===== config.mk =====
export PLATFORM = sky130hd
export DESIGN_NAME = fault_event_log
export DESIGN_NICKNAME = d
export VERILOG_FILES = /design/src/rtl/fel_pkg.sv /design/src/rtl/fel_ts_cnt.sv /design/src/rtl/fel_evt_arb.sv /design/src/rtl/fel_store.sv /design/src/rtl/fault_event_log.sv
export SDC_FILE = /design/constraint.sdc
export NUM_CORES = 1
export LEC_CHECK = 0
export BUFFER_PORTS_ARGS = -buffer_cell sky130_fd_sc_hd__buf_2
export CORE_MARGIN = 8
export CORE_UTILIZATION = 50
export CTS_BUF_LIST = sky130_fd_sc_hd__clkbuf_4
export DETAILED_ROUTE_END_ITERATION = 12
export HOLD_SLACK_MARGIN = 0.12
export PLACE_DENSITY = 0.74
export SYNTH_ARGS = -nofsm -noshare
export SYNTH_HDL_FRONTEND = slang
export SYNTH_SLANG_ARGS = --single-unit

===== constraint.sdc =====
create_clock -name clk_i -period 6.8 [get_ports clk_i]
set_clock_uncertainty 0.05 [all_clocks]
set_input_delay 0.68 -clock clk_i [delete_from_list [all_inputs] [get_ports clk_i]]
set_output_delay 0.68 -clock clk_i [all_outputs]
set_load 0.02 [all_outputs]

===== src/rtl/fel_pkg.sv =====
package fel_pkg;
  localparam int ID_W = 4;
  localparam int TS_W = 8;

  typedef struct packed {
    logic [ID_W-1:0] id;
    logic [TS_W-1:0] ts;
  } fel_entry_t;
endpackage


===== src/rtl/fel_ts_cnt.sv =====
module fel_ts_cnt #(
  parameter int W = 8
) (
  input  logic         clk_i,
  input  logic         rst_ni,
  output logic [W-1:0] ts_o
);
  logic [W-1:0] ts_q;

  always_ff @(posedge clk_i or negedge rst_ni) begin
    if (!rst_ni)          ts_q <= '0;
    else if (ts_q != '1)  ts_q <= ts_q + 1'b1;  // saturate
  end

  assign ts_o = ts_q;
endmodule


===== src/rtl/fel_evt_arb.sv =====
module fel_evt_arb #(
  parameter int N     = 3,
  parameter int IDX_W = (N > 1) ? $clog2(N) : 1
) (
  input  logic             clk_i,
  input  logic             rst_ni,
  input  logic [N-1:0]     evt_i,
  input  logic             hold_i,
  output logic             gnt_vld_o,
  output logic [IDX_W-1:0] gnt_idx_o
);
  logic [N-1:0] pend_q, req, gnt_oh;
  logic         found;

  assign req = pend_q | evt_i;

  always_comb begin
    gnt_idx_o = '0;
    gnt_oh    = '0;
    found     = 1'b0;
    for (int i = 0; i < N; i++) begin
      if (req[i] && !found) begin
        gnt_idx_o = IDX_W'(i);
        gnt_oh[i] = 1'b1;
        found     = 1'b1;
      end
    end
  end

  assign gnt_vld_o = found && !hold_i;

  always_ff @(posedge clk_i or negedge rst_ni) begin
    if (!rst_ni)     pend_q <= '0;
    else if (hold_i) pend_q <= req;
    else             pend_q <= req & ~gnt_oh;
  end
endmodule


===== src/rtl/fel_store.sv =====
module fel_store
  import fel_pkg::*;
#(
  parameter int DEPTH = 7,
  parameter int PTR_W = $clog2(DEPTH)
) (
  input  logic             clk_i,
  input  logic             rst_ni,
  input  logic             clr_i,
  input  logic             wr_req_i,
  input  fel_entry_t       wr_data_i,
  input  logic [PTR_W-1:0] rd_idx_i,
  output fel_entry_t       rd_entry_o,
  output logic             rd_valid_o,
  output logic [PTR_W-1:0] ptr_o,
  output logic [DEPTH-1:0] valid_o
);
  localparam logic [PTR_W-1:0] LAST = PTR_W'(DEPTH - 1);

  fel_entry_t       mem_q [DEPTH];
  logic [DEPTH-1:0] valid_q;
  logic [PTR_W-1:0] ptr_q;
  logic             slot_free, wr_en;

  always_comb begin
    slot_free = 1'b0;
    for (int i = 0; i < DEPTH; i++)
      if (ptr_q == PTR_W'(i)) slot_free = !valid_q[i];
  end

  assign wr_en = wr_req_i && slot_free && !clr_i;

  for (genvar g = 0; g < DEPTH; g++) begin : g_slot
    always_ff @(posedge clk_i or negedge rst_ni) begin
      if (!rst_ni) begin
        valid_q[g] <= 1'b0;
        mem_q[g]   <= '0;
      end else if (clr_i) begin
        valid_q[g] <= 1'b0;
      end else if (wr_en && ptr_q == PTR_W'(g)) begin
        valid_q[g] <= 1'b1;
        mem_q[g]   <= wr_data_i;
      end
    end
  end

  always_ff @(posedge clk_i or negedge rst_ni) begin
    if (!rst_ni)    ptr_q <= '0;
    else if (clr_i) ptr_q <= '0;
    else if (wr_en) ptr_q <= (ptr_q == LAST) ? '0 : ptr_q + 1'b1;
  end

  always_comb begin
    rd_entry_o = '0;
    rd_valid_o = 1'b0;
    for (int i = 0; i < DEPTH; i++) begin
      if (rd_idx_i == PTR_W'(i) && valid_q[i]) begin
        rd_entry_o = mem_q[i];
        rd_valid_o = 1'b1;
      end
    end
  end

  assign ptr_o   = ptr_q;
  assign valid_o = valid_q;
endmodule


===== src/rtl/fault_event_log.sv =====
module fault_event_log
  import fel_pkg::*;
#(
  parameter int NUM_SRC = 3,
  parameter int DEPTH   = 7,
  parameter int PTR_W   = $clog2(DEPTH + 1),
  parameter int IDX_W   = (NUM_SRC > 1) ? $clog2(NUM_SRC) : 1
) (
  input  logic               clk_i,
  input  logic               rst_ni,
  input  logic [NUM_SRC-1:0] evt_i,
  input  logic               clr_i,
  input  logic [PTR_W-1:0]   rd_idx_i,
  output logic               rd_valid_o,
  output logic [ID_W-1:0]    rd_id_o,
  output logic [TS_W-1:0]    rd_ts_o,
  output logic [PTR_W-1:0]   wr_ptr_o
);
  logic [TS_W-1:0]  ts_w;
  logic             gnt_vld;
  logic [IDX_W-1:0] gnt_idx;
  fel_entry_t       wr_data, rd_entry;
  logic [DEPTH-1:0] valid_w;

  fel_ts_cnt #(.W(TS_W)) u_ts (
    .clk_i (clk_i),
    .rst_ni(rst_ni),
    .ts_o  (ts_w)
  );

  fel_evt_arb #(.N(NUM_SRC), .IDX_W(IDX_W)) u_arb (
    .clk_i    (clk_i),
    .rst_ni   (rst_ni),
    .evt_i    (evt_i),
    .hold_i   (clr_i),
    .gnt_vld_o(gnt_vld),
    .gnt_idx_o(gnt_idx)
  );

  // source k -> code k+1, code 0 reserved for empty
  assign wr_data.id = ID_W'(gnt_idx) + ID_W'(1);
  assign wr_data.ts = ts_w;

  fel_store #(.DEPTH(DEPTH), .PTR_W(PTR_W)) u_store (
    .clk_i     (clk_i),
    .rst_ni    (rst_ni),
    .clr_i     (clr_i),
    .wr_req_i  (gnt_vld),
    .wr_data_i (wr_data),
    .rd_idx_i  (rd_idx_i),
    .rd_entry_o(rd_entry),
    .rd_valid_o(rd_valid_o),
    .ptr_o     (wr_ptr_o),
    .valid_o   (valid_w)
  );

  assign rd_id_o = rd_entry.id;
  assign rd_ts_o = rd_entry.ts;
endmodule


== Yosys cells after proc, flatten, opt, wreduce, memory -nomap -nowiden ==
Cells that the tools add are included.

* Eq/ne operators: 13
* Bitwise operators: 4
* Muxes and demuxes: 46
* Reduce and logical (&&, ||, !) cells: 46
* Add/subtract/negate cells: 3

{| class="wikitable"
|+ Operators with widths
! cell !! number
|-
| 12-bit 2-to-1 mux || 7
|-
| 1-bit 2-to-1 mux || 34
|-
| 1-bit logical AND || 19
|-
| 3-bit equality test (second input constant) || 6
|-
| 2-bit nonzero test || 8
|-
| 2-bit AND reduction || 7
|-
| 3-bit by 2-bit equality test with 1-bit output (second input constant) || 4
|-
| 3-bit 2-to-1 mux || 4
|-
| 1-bit logical NOT || 10
|-
| 8-bit by 1-bit adder with 8-bit output (second input constant) || 1
|-
| 8-bit inequality test (second input constant) || 1
|-
| 3-bit by 1-bit equality test with 1-bit output (second input constant) || 2
|-
| 3-bit logical NOT || 2
|-
| 2-bit by 1-bit adder with 3-bit output (second input constant) || 1
|-
| 3-bit by 1-bit adder with 3-bit output (second input constant) || 1
|-
| 3-bit bitwise AND || 1
|-
| 3-bit NOT || 1
|-
| 3-bit bitwise OR || 1
|-
| 2-bit 2-to-1 mux || 1
|-
| 1-bit NOT || 1
|}

* Input port bits: 9
* Logic and storage cells: 136
* Register bits: 105
* Output and inout bits: 16

== Longest topological paths before layout ==
Gate-level depths: netlist of run 1.

* Depth in word-level cells: 14
* Depth in mapped cells: 9
* Mapped depth without buffers: 7

== Hierarchy ==
Synthesis of run 1 repeated with hierarchy kept, for this count alone.

* Cells, all modules: 419
* Area, all modules: 5,027.3 um^2

{| class="wikitable"
|+ By module, submodules not included
! module !! instances !! cells an instance !! area each (um^2)
|-
| fel_store || 1 || 367 || 4,464.3
|-
| fel_ts_cnt || 1 || 35 || 410.4
|-
| fel_evt_arb || 1 || 14 || 132.6
|-
| fault_event_log || 1 || 3 || 20.0
|}

== Worst setup path after synthesis of run 1 ==
Ideal clock, no wire load.

* Kind: register -> register
* Start: register u_store.ptr_q[0], in the netlist u_store.ptr_o[0]
* End: register u_store.mem_q[36] in the netlist's numbering
* Path buffers: 2
* Stages on the path, launching flop included: 10
* Data arrival time: 2.667 ns
* Clock period less this slack: 2.842 ns
* Library setup time: 0.125 ns
* Slack: 3.958 ns
* Cell sequence: dfrtp_1 > clkbuf_1 > and2_1 > ha_1 > or2b_1 > a21boi_1 > a22o_1 > or4b_4 > buf_6 > mux2_4

* Cells in the longest elaborated chain, start to end: 12

{| class="wikitable"
|+ Ends and longest elaborated chain
! item !! RTL line !! RTL
|-
| start: declaration || fel_store.sv:22 || <nowiki>logic [PTR_W-1:0] ptr_q;</nowiki>
|-
| start signal: assignment || fel_store.sv:50 || <nowiki>else if (wr_en) ptr_q <= (ptr_q == LAST) ? '0 : ptr_q + 1'b1;</nowiki>
|-
| 3-bit logical NOT || fel_store.sv:28 || <nowiki>if (ptr_q == PTR_W'(i)) slot_free = !valid_q[i];</nowiki>
|-
| 1-bit 2-to-1 mux (7 in a row) || fel_store.sv:28 ||
|-
| 1-bit logical AND (2 in a row) || fel_store.sv:31 || <nowiki>assign wr_en = wr_req_i && slot_free && !clr_i;</nowiki>
|-
| 1-bit logical AND * || fel_store.sv:40 || <nowiki>end else if (wr_en && ptr_q == PTR_W'(g)) begin</nowiki>
|-
| 2-bit AND reduction (no source line) * || n/a ||
|-
| end signal: indexed assignment || fel_store.sv:42 || <nowiki>mem_q[g] <= wr_data_i;</nowiki>
|-
| end: declaration || fel_store.sv:20 || <nowiki>fel_entry_t mem_q [DEPTH];</nowiki>
|}

Every way passes the cells marked *; elsewhere a longest branch is shown, timed or not.
A chain may end at the register's enable or synchronous reset.

== Final worst setup path of run 1 ==
* Start: input rd_idx_i[2]
* End: output rd_ts_o[1]

* Cells in the longest elaborated chain, start to end: 9

{| class="wikitable"
|+ Ends and longest elaborated chain
! item !! RTL line !! RTL
|-
| start: declaration || fault_event_log.sv:13 || <nowiki>input logic [PTR_W-1:0] rd_idx_i,</nowiki>
|-
| 3-bit logical NOT || fel_store.sv:57 || <nowiki>if (rd_idx_i == PTR_W'(i) && valid_q[i]) begin</nowiki>
|-
| 1-bit logical AND || fel_store.sv:57 ||
|-
| 12-bit 2-to-1 mux (6 in a row) || fel_store.sv:57 ||
|-
| 12-bit 2-to-1 mux * || fel_store.sv:57 ||
|-
| end: declaration || fault_event_log.sv:16 || <nowiki>output logic [TS_W-1:0] rd_ts_o,</nowiki>
|}

Marks and branches as above.

==> out/metrics.yaml, run 1 <==
postCtsHoldBufs: 0
number_of_nets_with_antenna_violations_after_routing: 0
post_route_cells_drive_above_1_share_pct: 30.1
vias_per_cell: 6.12
die_height_um: 112
initial_core_util_pct: 51.0
async_reset_ff_share_pct: 100
design.final.nets: 426
grt_use_met2_pct: 29.9
cp_data_arrival_time_ns: 2.81
final_core_utilization_pct: 54.3
synth_sequential_area_ratio_pct: 52.8
hold_path_class: "input pin to async pin"
first_global_vias: 3385
grt_pass1_wl_um: 17900
cts_root_buffer: "sky130_fd_sc_hd__clkbuf_4"
yosys.area_share.simple_pct: 9.34
cts_sinks: 98
setup-violations-final: 0
synthXorXnorAreaFrac_pct: 0.754
clkSlewWorstSetupHoldPaths_ns: 0.15
worst_setup_path_start_kind: "input pin"
timing.slew.headroom_pct: 21.1
cp-end-kind: "output pin"
h-tree-depth: 3
synth_flop_cell: "sky130_fd_sc_hd__dfrtp_1"
cellLeakagePower_nw: 2.30
drc_errors: 0
grt-busiest-layer: "met2"
synth_area_leaders: "sky130_fd_sc_hd__dfrtp_1 (53%), sky130_fd_sc_hd__mux2_2 (16%), sky130_fd_sc_hd__a21oi_1 (3.1%)"
post_synth_fa_ha_maj_area_fraction_pct: 0.808
cts.repair_timing.setup_buffer_count: 0
gp_routability_congestion: 0.833
die_area_mm2: 0.0126
io-pin-count: 25
fp-row-count: 35
buffer_ports.inserted: 23
grt_use_met1_pct: 22.2
grt.total_usage_pct: 18.0
die_width_um: 112
netlist_area_mm2: 0.00465
dpl.hpwl_um: 7290
synth_warnings: 0
core_region_area_mm2: 0.00911
finalWirelength_um: 10800
synthTopCellsByCount: "sky130_fd_sc_hd__dfrtp_1 (98), sky130_fd_sc_hd__mux2_2 (67), sky130_fd_sc_hd__a21oi_1 (29), sky130_fd_sc_hd__o21ai_0 (25), sky130_fd_sc_hd__nand2_1 (23)"
synthesis.instances: 403
worst-endpoint-required_ns: 6.07
synth-compound-area-share_pct: 13.1
yosysUniqueCellTypes: 51
timing.final.max_slew_violations: 0
antenna_found_initial: 0
cts_repair_resize_count: 0
route.detailed.wl_per_inst_um: 20.5
cap_viol_max_count: 0
final.min_clock_period_ns: 3.54
clkLatencyLatePin_ns: 0.44
status: "complete, no violations"
final_hold_viol_count: 0
flow.area_growth_from_synthesis_pct: 6.46
cts_buffer_depth: 2
post-synth-top-count-cell: "sky130_fd_sc_hd__dfrtp_1"
design_power_total_mw: 1.54
netlist.top_cell.by_area: "sky130_fd_sc_hd__dfrtp_1"
share_of_the_synthesized_area_in_the_top_cell_type_pct: 52.8
syn_area_per_cell_um2: 11.5
timing.critical_path.fanout_max: 12
groute.layer.met3.usage_pct: 5.64
via_count: 3241
synth_top_family_by_area: "multiplexers"
tns_ns: 0
grt_setup_unrepaired: "false"
drtPass1Iterations: 4
global_route.overflow_total: 0
worst_ir_drop_vdd_v: 0.000137
synth-edff-count: 0
synthMuxAreaShare_pct: 19.4
detailedRoute.firstIterationViolations: 205
critPathKind: "input pin to output pin"
post-route-period-util_pct: 52.1
tritoncts.num_buffers: 9
n_antenna_cell: 0
cellPowerDensity_mw_per_mm2: 311
grt_start_max_net_pins: 57
fmax_mhz: 282
ys_ff_latch: 98
syn-num-nets: 415
tightest_slew_ns: 1.18
tritoncts: "built"
[critical path, cell delays in order]
cell                      delay, ns
sky130_fd_sc_hd__buf_2         0.17
sky130_fd_sc_hd__nor2b_1       0.35
sky130_fd_sc_hd__nand3_1       0.55
sky130_fd_sc_hd__nand2_1       0.59
sky130_fd_sc_hd__a21oi_1       0.08
sky130_fd_sc_hd__o22ai_1       0.19
sky130_fd_sc_hd__buf_2         0.20
[registers in the layout, indices dropped and copies added (netlist names)]
signal / cells
u_arb.pend_q: 3
u_store.valid_o: 7
u_store.ptr_o: 3
u_store.mem_q: 77
u_ts.ts_o: 8
[cells by family after synthesis]
logic type | after synthesis
xor gates and xnor gates | 4
adders and majority gates | 3
AOI/OAI and AO/OA | 99
other | 1
and+or+nand+nor | 80
muxes | 77
DFF | 98
buffers and inverters | 41
[final timing paths]
path                                         from           endpoint  slack, ns  depth (start not counted)
worst max register to register   u_store.ptr_o[0]  u_store.mem_q[37]       3.91                          7
min in group clk_i                       evt_i[0]    u_arb.pend_q[0]       0.47                          3
worst max-delay path                  rd_idx_i[2]         rd_ts_o[1]       3.26                          7
worst min-delay path                       rst_ni   u_store.ptr_o[2]       0.16                          1
max in group asynchronous                  rst_ni    u_arb.pend_q[2]       5.39                          2
worst min register to register  u_store.mem_q[32]  u_store.mem_q[32]       0.47                          2
[report_power, final]
part	internal (mW)	switching [mW]
logic	0.220	0.198
clock network	0.0851	0.200
registers	0.731	0.105
total	1.04	0.503
[per-layer routing]
layer | wire length [µm] | vias to the layer above
li1 | - | 1488
met1 | 4780 | 1664
met2 | 5250 | 77
met3 | 649 | 12
met4 | 155 | 0
met5 | 0 | -
[layout make-up]
type                            instances  area [µm²]
Clock buffer                           10        75.1
Clock inverter                          6        47.5
Fill cell                             780        4160
Inverter                               12        45.0
Multi-Input combinational cell        264        2030
Sequential cell                        98        2450
Tap cell                              111         139
Timing Repair Buffer                   29         163
[cell usage in the layout (no fill, tap or decap), types with 7 or more instances in the layout]
master | synthesis | final
sky130_fd_sc_hd__dfrtp_1 | 98 | 98
sky130_fd_sc_hd__mux2_2 | 67 | 67
sky130_fd_sc_hd__a21oi_1 | 29 | 29
sky130_fd_sc_hd__o21ai_0 | 25 | 25
sky130_fd_sc_hd__nand2_1 | 23 | 23
sky130_fd_sc_hd__buf_2 | 5 | 22
sky130_fd_sc_hd__o22ai_1 | 17 | 17
sky130_fd_sc_hd__nor2_1 | 16 | 16
sky130_fd_sc_hd__inv_1 | 12 | 12
sky130_fd_sc_hd__clkbuf_4 | 0 | 10
sky130_fd_sc_hd__a221oi_1 | 9 | 9
sky130_fd_sc_hd__mux2_4 | 9 | 9
sky130_fd_sc_hd__nor2b_1 | 7 | 7
sky130_fd_sc_hd__buf_4 | 2 | 7
[per-stage QoR]
stage | std cells | instance area, µm² | setup slack [ns] | hold WS, ns
floorplan | 403 | 4650 | 3.96 | 0.334
global placement | 514 | 4820 | 3.49 | 0.435
detailed placement | 514 | 4820 | 3.34 | 0.440
CTS | 530 | 4950 | 3.33 | 0.166
global route | 530 | 4950 | 3.14 | 0.173
finish | 530 | 4950 | 3.26 | 0.157
Power figures use the tool's default switching activity.
==> run 2, diff against run 1 <==
--- a/config.mk
+++ b/config.mk
@@ -5,6 +5,7 @@
 export SDC_FILE = /design/constraint.sdc
 export NUM_CORES = 1
 export LEC_CHECK = 0
+export ABC_AREA = 1
 export BUFFER_PORTS_ARGS = -buffer_cell sky130_fd_sc_hd__buf_2
 export CORE_MARGIN = 8
 export CORE_UTILIZATION = 50
==> constraint.sdc (replaced) <==
create_clock -name clk_i -period 3.3 [get_ports clk_i]
set_clock_uncertainty 0.05 [all_clocks]
set_input_delay 0.33 -clock clk_i [delete_from_list [all_inputs] [get_ports clk_i]]
set_output_delay 0.33 -clock clk_i [all_outputs]
set_load 0.02 [all_outputs]
==> run 2 against run 1 <==
  * Non-clock buffer count is 12 higher
  * Cell count is 41% higher
  * Worst setup slack got worse by 2.7 ns
  * Via count is 29% higher
  * Sequential share of layout area is 1.6 points lower
  * Die area is 2.1% higher
  * Critical path type is now flop to flop
  * Critical endpoint is now u_store.mem_q[22]
==> out/metrics.yaml, run 2 <==
layout.area.seq_mm2: 0.00245  # unchanged
most-common-layout-cells: "sky130_fd_sc_hd__nand2_1 (238), sky130_fd_sc_hd__dfrtp_1 (98), sky130_fd_sc_hd__nand4_1 (81)"  # was sky130_fd_sc_hd__dfrtp_1 (98), sky130_fd_sc_hd__mux2_2 (67), sky130_fd_sc_hd__a21oi_1 (29)
tns_ns: 0  # unchanged
worst_path_most_repeated_cell: "sky130_fd_sc_hd__nand2_1"  # was sky130_fd_sc_hd__buf_2
crit_path_start: "u_store.ptr_o[1]"  # was rd_idx_i[2]
synth-edff-count: 0  # unchanged
die_width_um: 114  # was 112 µm
final.min_clock_period_ns: 2.78
netlist_area_mm2: 0.00476  # was 0.00465 mm²
final_core_utilization_pct: 55.3  # was 54.3%
grt_pass1_wl_um: 20400  # was 17900 µm
drc_errors: 0  # unchanged
cp_num_buf_inv: 2  # unchanged
syn-num-nets: 618  # was 415
worst-endpoint-required_ns: 3.60  # was 6.07 ns
h-tree-depth: 3  # unchanged
cts_repair_resize_count: 0  # unchanged
synth_flop_cell: "sky130_fd_sc_hd__dfrtp_1"  # unchanged
critPathKind: "flop to flop"  # was input pin to output pin
cts.repair_timing.setup_buffer_count: 0  # unchanged
syn_area_per_cell_um2: 7.85  # was 11.5 µm²
final_design_area_no_fill_mm2: 0.00511  # was 0.00495 mm²
layout_commonest_cell: "sky130_fd_sc_hd__nand2_1"  # was sky130_fd_sc_hd__dfrtp_1
first_global_vias: 4090  # was 3385
via_count: 4185  # was 3241
die_height_um: 114  # was 112 µm
cellLeakagePower_nw: 2.72  # was 2.30 nW
post-synth-top-count-cell: "sky130_fd_sc_hd__nand2_1"  # was sky130_fd_sc_hd__dfrtp_1
grt.total_usage_pct: 19.9  # was 18.0%
tritoncts.num_buffers: 9  # unchanged
grt_use_met2_pct: 31.6  # was 29.9%
global_route.overflow_total: 0  # unchanged
dp.cells: 727  # was 514
vias_per_cell: 5.62  # was 6.12
crit-reg2reg-launch: "u_store.ptr_o[1]"  # was u_store.ptr_o[0]
final_hold_viol_count: 0  # unchanged
layoutNonFillerInstCount: 745  # was 530
filler_cell_count: 834  # was 780
post-route-period-util_pct: 84.1
crit_slowest_cell: "sky130_fd_sc_hd__dfrtp_1"  # was sky130_fd_sc_hd__nand2_1
groute.layer.met3.usage_pct: 2.96  # was 5.64%
cts_root_buffer: "sky130_fd_sc_hd__clkbuf_4"  # unchanged
gp_routability_congestion: 0.924  # was 0.833
detailedRoute.firstIterationViolations: 352  # was 205
cts_buffer_depth: 2  # unchanged
worst_hold_startpoint: "clr_i"
largest_reg_flops: 77  # unchanged
cap_viol_max_count: 0  # unchanged
cp-end-kind: "flop"  # was output pin
grt-busiest-layer: "met2"  # unchanged
hold_path_class: "input pin to flop"  # was input pin to async pin
io-pin-count: 25  # unchanged
dpl_cell_area_mm2: 0.00496  # was 0.00482 mm²
route.detailed.wl_per_inst_um: 16.6  # was 20.5 µm
multi_input_comb_area_mm2: 0.00197  # was 0.00203 mm²
number_of_nets_with_antenna_violations_after_routing: 0  # unchanged
share_of_the_synthesized_area_in_the_top_cell_type_pct: 51.5  # was 52.8%
post_route_cells_drive_above_1_share_pct: 9.58  # was 30.1%
tightest_slew_ns: 0.702  # was 1.18 ns
dpl.hpwl_um: 8430  # was 7290 µm
grt_use_met1_pct: 26.1  # was 22.2%
clkSlewWorstSetupHoldPaths_ns: 0.14  # was 0.15 ns
critical-path-max-stage-delay_ns: 0.56  # was 0.59 ns
initial_core_util_pct: 51.5  # was 51.0%
yosysUniqueCellTypes: 25  # was 51
buffer_ports.inserted: 23  # unchanged
grt_start_max_net_pins: 56  # was 57
grt_setup_unrepaired: "false"  # unchanged
core_region_area_mm2: 0.00924  # was 0.00911 mm²
clkLatencyLatePin_ns: 0.45  # was 0.44 ns
setup-violations-final: 0  # unchanged
tritoncts: "built"  # unchanged
netlist.top_cell.by_area: "sky130_fd_sc_hd__dfrtp_1"  # unchanged
design_power_total_mw: 3.49  # was 1.54 mW
synth_warnings: 0  # unchanged
worst_ir_drop_vdd_v: 0.000375  # was 0.000137 V
synth_area_leaders: "sky130_fd_sc_hd__dfrtp_1 (52%), sky130_fd_sc_hd__nand2_1 (19%), sky130_fd_sc_hd__nand4_1 (11%)"  # was sky130_fd_sc_hd__dfrtp_1 (53%), sky130_fd_sc_hd__mux2_2 (16%), sky130_fd_sc_hd__a21oi_1 (3.1%)
synthTopCellsByCount: "sky130_fd_sc_hd__nand2_1 (239), sky130_fd_sc_hd__dfrtp_1 (98), sky130_fd_sc_hd__nand4_1 (81), sky130_fd_sc_hd__inv_1 (36), sky130_fd_sc_hd__nand3_1 (36)"  # was sky130_fd_sc_hd__dfrtp_1 (98), sky130_fd_sc_hd__mux2_2 (67), sky130_fd_sc_hd__a21oi_1 (29), sky130_fd_sc_hd__o21ai_0 (25), sky130_fd_sc_hd__nand2_1 (23)
cts_sinks: 98  # unchanged
critical_path.cell_chain: "nand2_1 -> inv_1 -> ha_1 -> a21oi_1 -> nand2_1 -> nand2_1 -> nand2_2 -> buf_4 -> nand3_1 -> nand2_1 -> nand2_1"  # was buf_2 -> nor2b_1 -> nand3_1 -> nand2_1 -> a21oi_1 -> o22ai_1 -> buf_2
postCtsHoldBufs: 3  # was 0
synth_sequential_area_ratio_pct: 51.5  # was 52.8%
timing.final.max_slew_violations: 0  # unchanged
cp_data_arrival_time_ns: 3.07  # was 2.81 ns
fmax_mhz: 360
die_area_mm2: 0.0129  # was 0.0126 mm²
drtPass1Iterations: 5  # was 4
critPathTopFamily: "simple AND/OR/NAND/NOR gates"  # unchanged
timing.critical_path.fanout_max: 18  # was 12
synthesis.instances: 606  # was 403
max_flop_register: "u_store.mem_q"  # unchanged
n_antenna_cell: 0  # unchanged
design.final.nets: 624  # was 426
finalWirelength_um: 12400  # was 10800 µm
cellPowerDensity_mw_per_mm2: 683  # was 311 mW/mm²
timing.slew.headroom_pct: 53.0  # was 21.1%
flow.area_growth_from_synthesis_pct: 7.44  # was 6.46%
worst_setup_path_start_kind: "flop"  # was input pin
status: "complete, no violations"  # unchanged
fp-row-count: 35  # unchanged
antenna_found_initial: 0  # unchanged
ys_ff_latch: 98  # unchanged
async_reset_ff_share_pct: 100  # unchanged
[run 2: final cells by class]
cell class / instances / share of cell area [%]
repair buffers: 41 / 5.09
clock inverters: 6 / 1.15
clock buffers: 9 / 1.32
flip-flops and latches: 98 / 48.0
inverters: 38 / 2.79
multi-input cells: 424 / 38.5
well taps: 129 / 3.16
[run 2: worst register-to-register path: stages (launching register included)]
cell and delay (ns):
sky130_fd_sc_hd__dfrtp_1 0.56, sky130_fd_sc_hd__nand2_1 0.10, sky130_fd_sc_hd__inv_1 0.08, sky130_fd_sc_hd__ha_1 0.46, sky130_fd_sc_hd__a21oi_1 0.13, sky130_fd_sc_hd__nand2_1 0.09
sky130_fd_sc_hd__nand2_1 0.06, sky130_fd_sc_hd__nand2_2 0.24, sky130_fd_sc_hd__buf_4 0.27, sky130_fd_sc_hd__nand3_1 0.40, sky130_fd_sc_hd__nand2_1 0.19, sky130_fd_sc_hd__nand2_1 0.06
[run 2: per-stage QoR]
| step | hold slack (ns) | setup WS, ns |
|---|---|---|
| 2_1_floorplan | -0.0156 | 1.32 |
| 3_3_place_gp | 0.359 | 0.772 |
| 3_5_place_dp | 0.373 | 0.636 |
| 4_1_cts | 0.127 | 0.591 |
| 5_1_grt | 0.140 | 0.284 |
| 6_report | 0.138 | 0.524 |
[run 2: power breakdown]
group	switching, mW	internal (mW)
Clock	0.393	0.222
Sequential	0.195	1.51
Combinational	0.833	0.341
[run 2: worst paths after layout]
kind	endpoint	slack, ns	cells after the start
worst min-delay path	u_store.valid_o[5]	0.14	2
worst min register to register	u_store.mem_q[77]	0.44	2
worst max-delay path	u_store.mem_q[22]	0.52	11
min in group asynchronous	u_arb.pend_q[1]	0.40	2
worst max register to register	u_store.mem_q[22]	0.52	11
max in group asynchronous	u_store.mem_q[28]	2.02	3
[run 2: logic make-up after synthesis]
family / after synthesis / synth area share, %
buf+inv: 84 / 7.28
compound gates: 34 / 3.81
simple gates: 383 / 35.9
xor+xnor: 3 / 0.552
other cells: 1 / 0.0788
flops: 98 / 51.5
fa+ha+maj: 3 / 0.789
[run 2: per-layer routing]
layer | vias to the layer above | share of wire, % | wire length [µm]
met5 | - | 0 | 0
met4 | 0 | 3.2 | 400
met3 | 34 | 6.7 | 827
met2 | 167 | 47 | 5850
met1 | 1972 | 43 | 5310
li1 | 2012 | - | -
==> run 3, diff against run 2 <==
==> constraint.sdc (replaced) <==
create_clock -name clk_i -period 2.7 [get_ports clk_i]
set_clock_uncertainty 0.05 [all_clocks]
set_input_delay 0.27 -clock clk_i [delete_from_list [all_inputs] [get_ports clk_i]]
set_output_delay 0.27 -clock clk_i [all_outputs]
set_load 0.02 [all_outputs]
==> run 3 against run 2 <==
  * Hold slack got worse by 0.0093 ns
  * Combinational power up 25%
  * Non-clock buffer count is 2 higher
  * Die area unchanged
  * Design area grew 1.2%
  * Flip-flop and latch count is the same
  * Via count up 0.86%
  * Sequential power is 22% higher
  * Critical path type unchanged
  * Largest cell class unchanged
  * Highest routed layer unchanged
==> out/metrics.yaml, run 3 (synthesized netlist as in run 2, its figures left out) <==
design_power_total_mw: 4.33  # was 3.49 mW
timing.critical_path.fanout_max: 18  # unchanged
most-common-layout-cells: "sky130_fd_sc_hd__nand2_1 (237), sky130_fd_sc_hd__dfrtp_1 (98), sky130_fd_sc_hd__nand4_1 (81)"  # was sky130_fd_sc_hd__nand2_1 (238), sky130_fd_sc_hd__dfrtp_1 (98), sky130_fd_sc_hd__nand4_1 (81)
buffer_ports.inserted: 23  # unchanged
timing.rr.end: "u_store.mem_q[14]"  # was u_store.mem_q[22]
max_flop_register: "u_store.mem_q"  # unchanged
global_route.overflow_total: 0  # unchanged
layout_commonest_cell: "sky130_fd_sc_hd__nand2_1"  # unchanged
dpl.hpwl_um: 8240  # was 8430 µm
largest_reg_flops: 77  # unchanged
timing.slew.headroom_pct: 48.9  # was 53.0%
initial_core_util_pct: 51.5  # unchanged
timing.hold.worst_endpoint: "u_arb.pend_q[1]"  # was u_store.valid_o[5]
flow.area_growth_from_synthesis_pct: 8.68  # was 7.44%
grt.total_usage_pct: 18.9  # was 19.9%
ff2ff_setup_slack_ns: 0.24  # was 0.52 ns
clkSlewWorstSetupHoldPaths_ns: 0.16  # was 0.14 ns
route.detailed.wl_per_inst_um: 15.8  # was 16.6 µm
uppermost_routed_layer: "met4"  # unchanged
final_hold_viol_count: 0  # unchanged
critPathKind: "flop to flop"  # unchanged
filler_cell_count: 866  # was 834
number_of_nets_with_antenna_violations_after_routing: 0  # unchanged
final.min_clock_period_ns: 2.46  # was 2.78 ns
clkLatencyLatePin_ns: 0.45  # about the same
die_height_um: 114  # unchanged
cp-end-kind: "flop"  # unchanged
die_width_um: 114  # unchanged
status: "complete, no violations"  # unchanged
worst-endpoint-required_ns: 3.01  # was 3.60 ns
crit-reg2reg-launch: "u_store.ptr_o[0]"  # was u_store.ptr_o[1]
antenna_found_initial: 0  # unchanged
holdPathStages: 4  # was 2
h-tree-depth: 3  # unchanged
tritoncts: "built"  # unchanged
drc_errors: 0  # unchanged
cap_viol_max_count: 0  # unchanged
timing.final.max_slew_violations: 0  # unchanged
die_area_mm2: 0.0129  # unchanged
post-route-period-util_pct: 91.3  # was 84.1%
cellPowerDensity_mw_per_mm2: 837  # was 683 mW/mm²
detail_route.wirelength.met1_um: 5220  # was 5310 µm
cp_data_arrival_time_ns: 2.78  # was 3.07 ns
r2r.worst_path.cells: 7  # was 11
cts_root_buffer: "sky130_fd_sc_hd__clkbuf_4"  # unchanged
worst_hold_startpoint: "evt_i[1]"  # was clr_i
fmax_mhz: 406  # was 360 MHz
grt_start_max_net_pins: 58  # was 56
tightest_slew_ns: 0.764  # was 0.702 ns
first_global_vias: 3998  # was 4090
layoutNonFillerInstCount: 748  # was 745
core_region_area_mm2: 0.00924  # unchanged
gp_routability_congestion: 0.867  # was 0.924
tritoncts.num_buffers: 9  # unchanged
design.final.nets: 626  # was 624
setup-violations-final: 0  # unchanged
grt_pass1_wl_um: 19800  # was 20400 µm
n_antenna_cell: 0  # unchanged
detailroute.wirelength.met2_um: 5560  # was 5850 µm
detailroute.wirelength.met3_um: 879  # was 827 µm
via_count: 4221  # was 4185
fp-row-count: 35  # unchanged
cts_buffer_depth: 2  # unchanged
io-pin-count: 25  # unchanged
vias_per_cell: 5.64  # was 5.62
post_route_cells_drive_above_1_share_pct: 10.5  # was 9.58%
tns_ns: 0  # unchanged
hold_path_class: "input pin to flop"  # unchanged
grt_setup_unrepaired: "true"  # was false
finalWirelength_um: 11800  # was 12400 µm
cts_sinks: 98  # unchanged
cellLeakagePower_nw: 2.75  # was 2.72 nW
drtPass1Iterations: 5  # unchanged
worst_setup_path_start_kind: "flop"  # unchanged
worst_ir_drop_vdd_v: 0.000423  # was 0.000375 V
dp.cells: 728  # was 727
detailedRoute.firstIterationViolations: 377  # was 352
## run 3: final cells by class
class	instances	area, µm²	share of cell area [%]
flip-flops and latches	98	2450	47.4
clock inverters	7	75.1	1.45
clock buffers	9	67.6	1.31
well taps	129	161	3.12
repair buffers	43	290	5.61
multi-input cells	424	1980	38.3
inverters	38	143	2.76
## run 3: worst max path at each step
stage	start	endpoint	slack [ns]	cells past startpoint
finish	u_store.ptr_o[0]	u_store.mem_q[14]	0.24	7
global route	u_store.ptr_o[0]	u_store.mem_q[16]	-0.009	7
CTS	u_store.ptr_o[0]	u_store.mem_q[2]	0.29	6
detailed placement	u_store.ptr_o[0]	u_store.mem_q[2]	0.32	6
global placement	u_store.ptr_o[1]	u_store.mem_q[61]	0.40	11
floorplan	u_store.ptr_o[1]	u_store.ptr_o[0]	0.72	14
## run 3: stage by stage
stage	area [µm²]	worst slack (ns)	hold slack, ns	utilization (%)
after floorplan	4760	0.724	-0.0756	-
after global placement	4980	0.395	0.247	53.9
after detailed placement	4980	0.324	0.252	53.9
after CTS	5160	0.288	0.126	55.8
after global routing	5170	-0.00915	0.167	56.0
final	5170	0.236	0.129	56.0
## run 3: report_power, final
group          switching [mW]  internal, mW  total [mW]
sequential              0.224          1.84        2.07
clock                   0.516         0.289       0.805
combinational            1.03         0.425        1.46
## run 3: repair_timing
action	in CTS	in global routing
resized for setup	0	3
setup endpoints to repair	0	8
hold buffers	4	0
setup buffers	0	0
endpoints found under the hold margin	49	0
## run 3: routing by layer
metal  vias to the layer above  GRT usage, %
met4                         0          6.93
li1                       2018             -
met5                         -             0
met1                      2016          25.5
met3                        26          2.54
met2                       161          30.5
## run 3: worst max-delay path: stages (launching register included)
cell	delay, ns
sky130_fd_sc_hd__dfrtp_1	0.51
sky130_fd_sc_hd__inv_2	0.10
sky130_fd_sc_hd__nand3_1	0.14
sky130_fd_sc_hd__nor2_1	0.09
sky130_fd_sc_hd__a211oi_4	0.62
sky130_fd_sc_hd__nand3_1	0.58
sky130_fd_sc_hd__nand2_1	0.21
sky130_fd_sc_hd__nand2_1	0.08
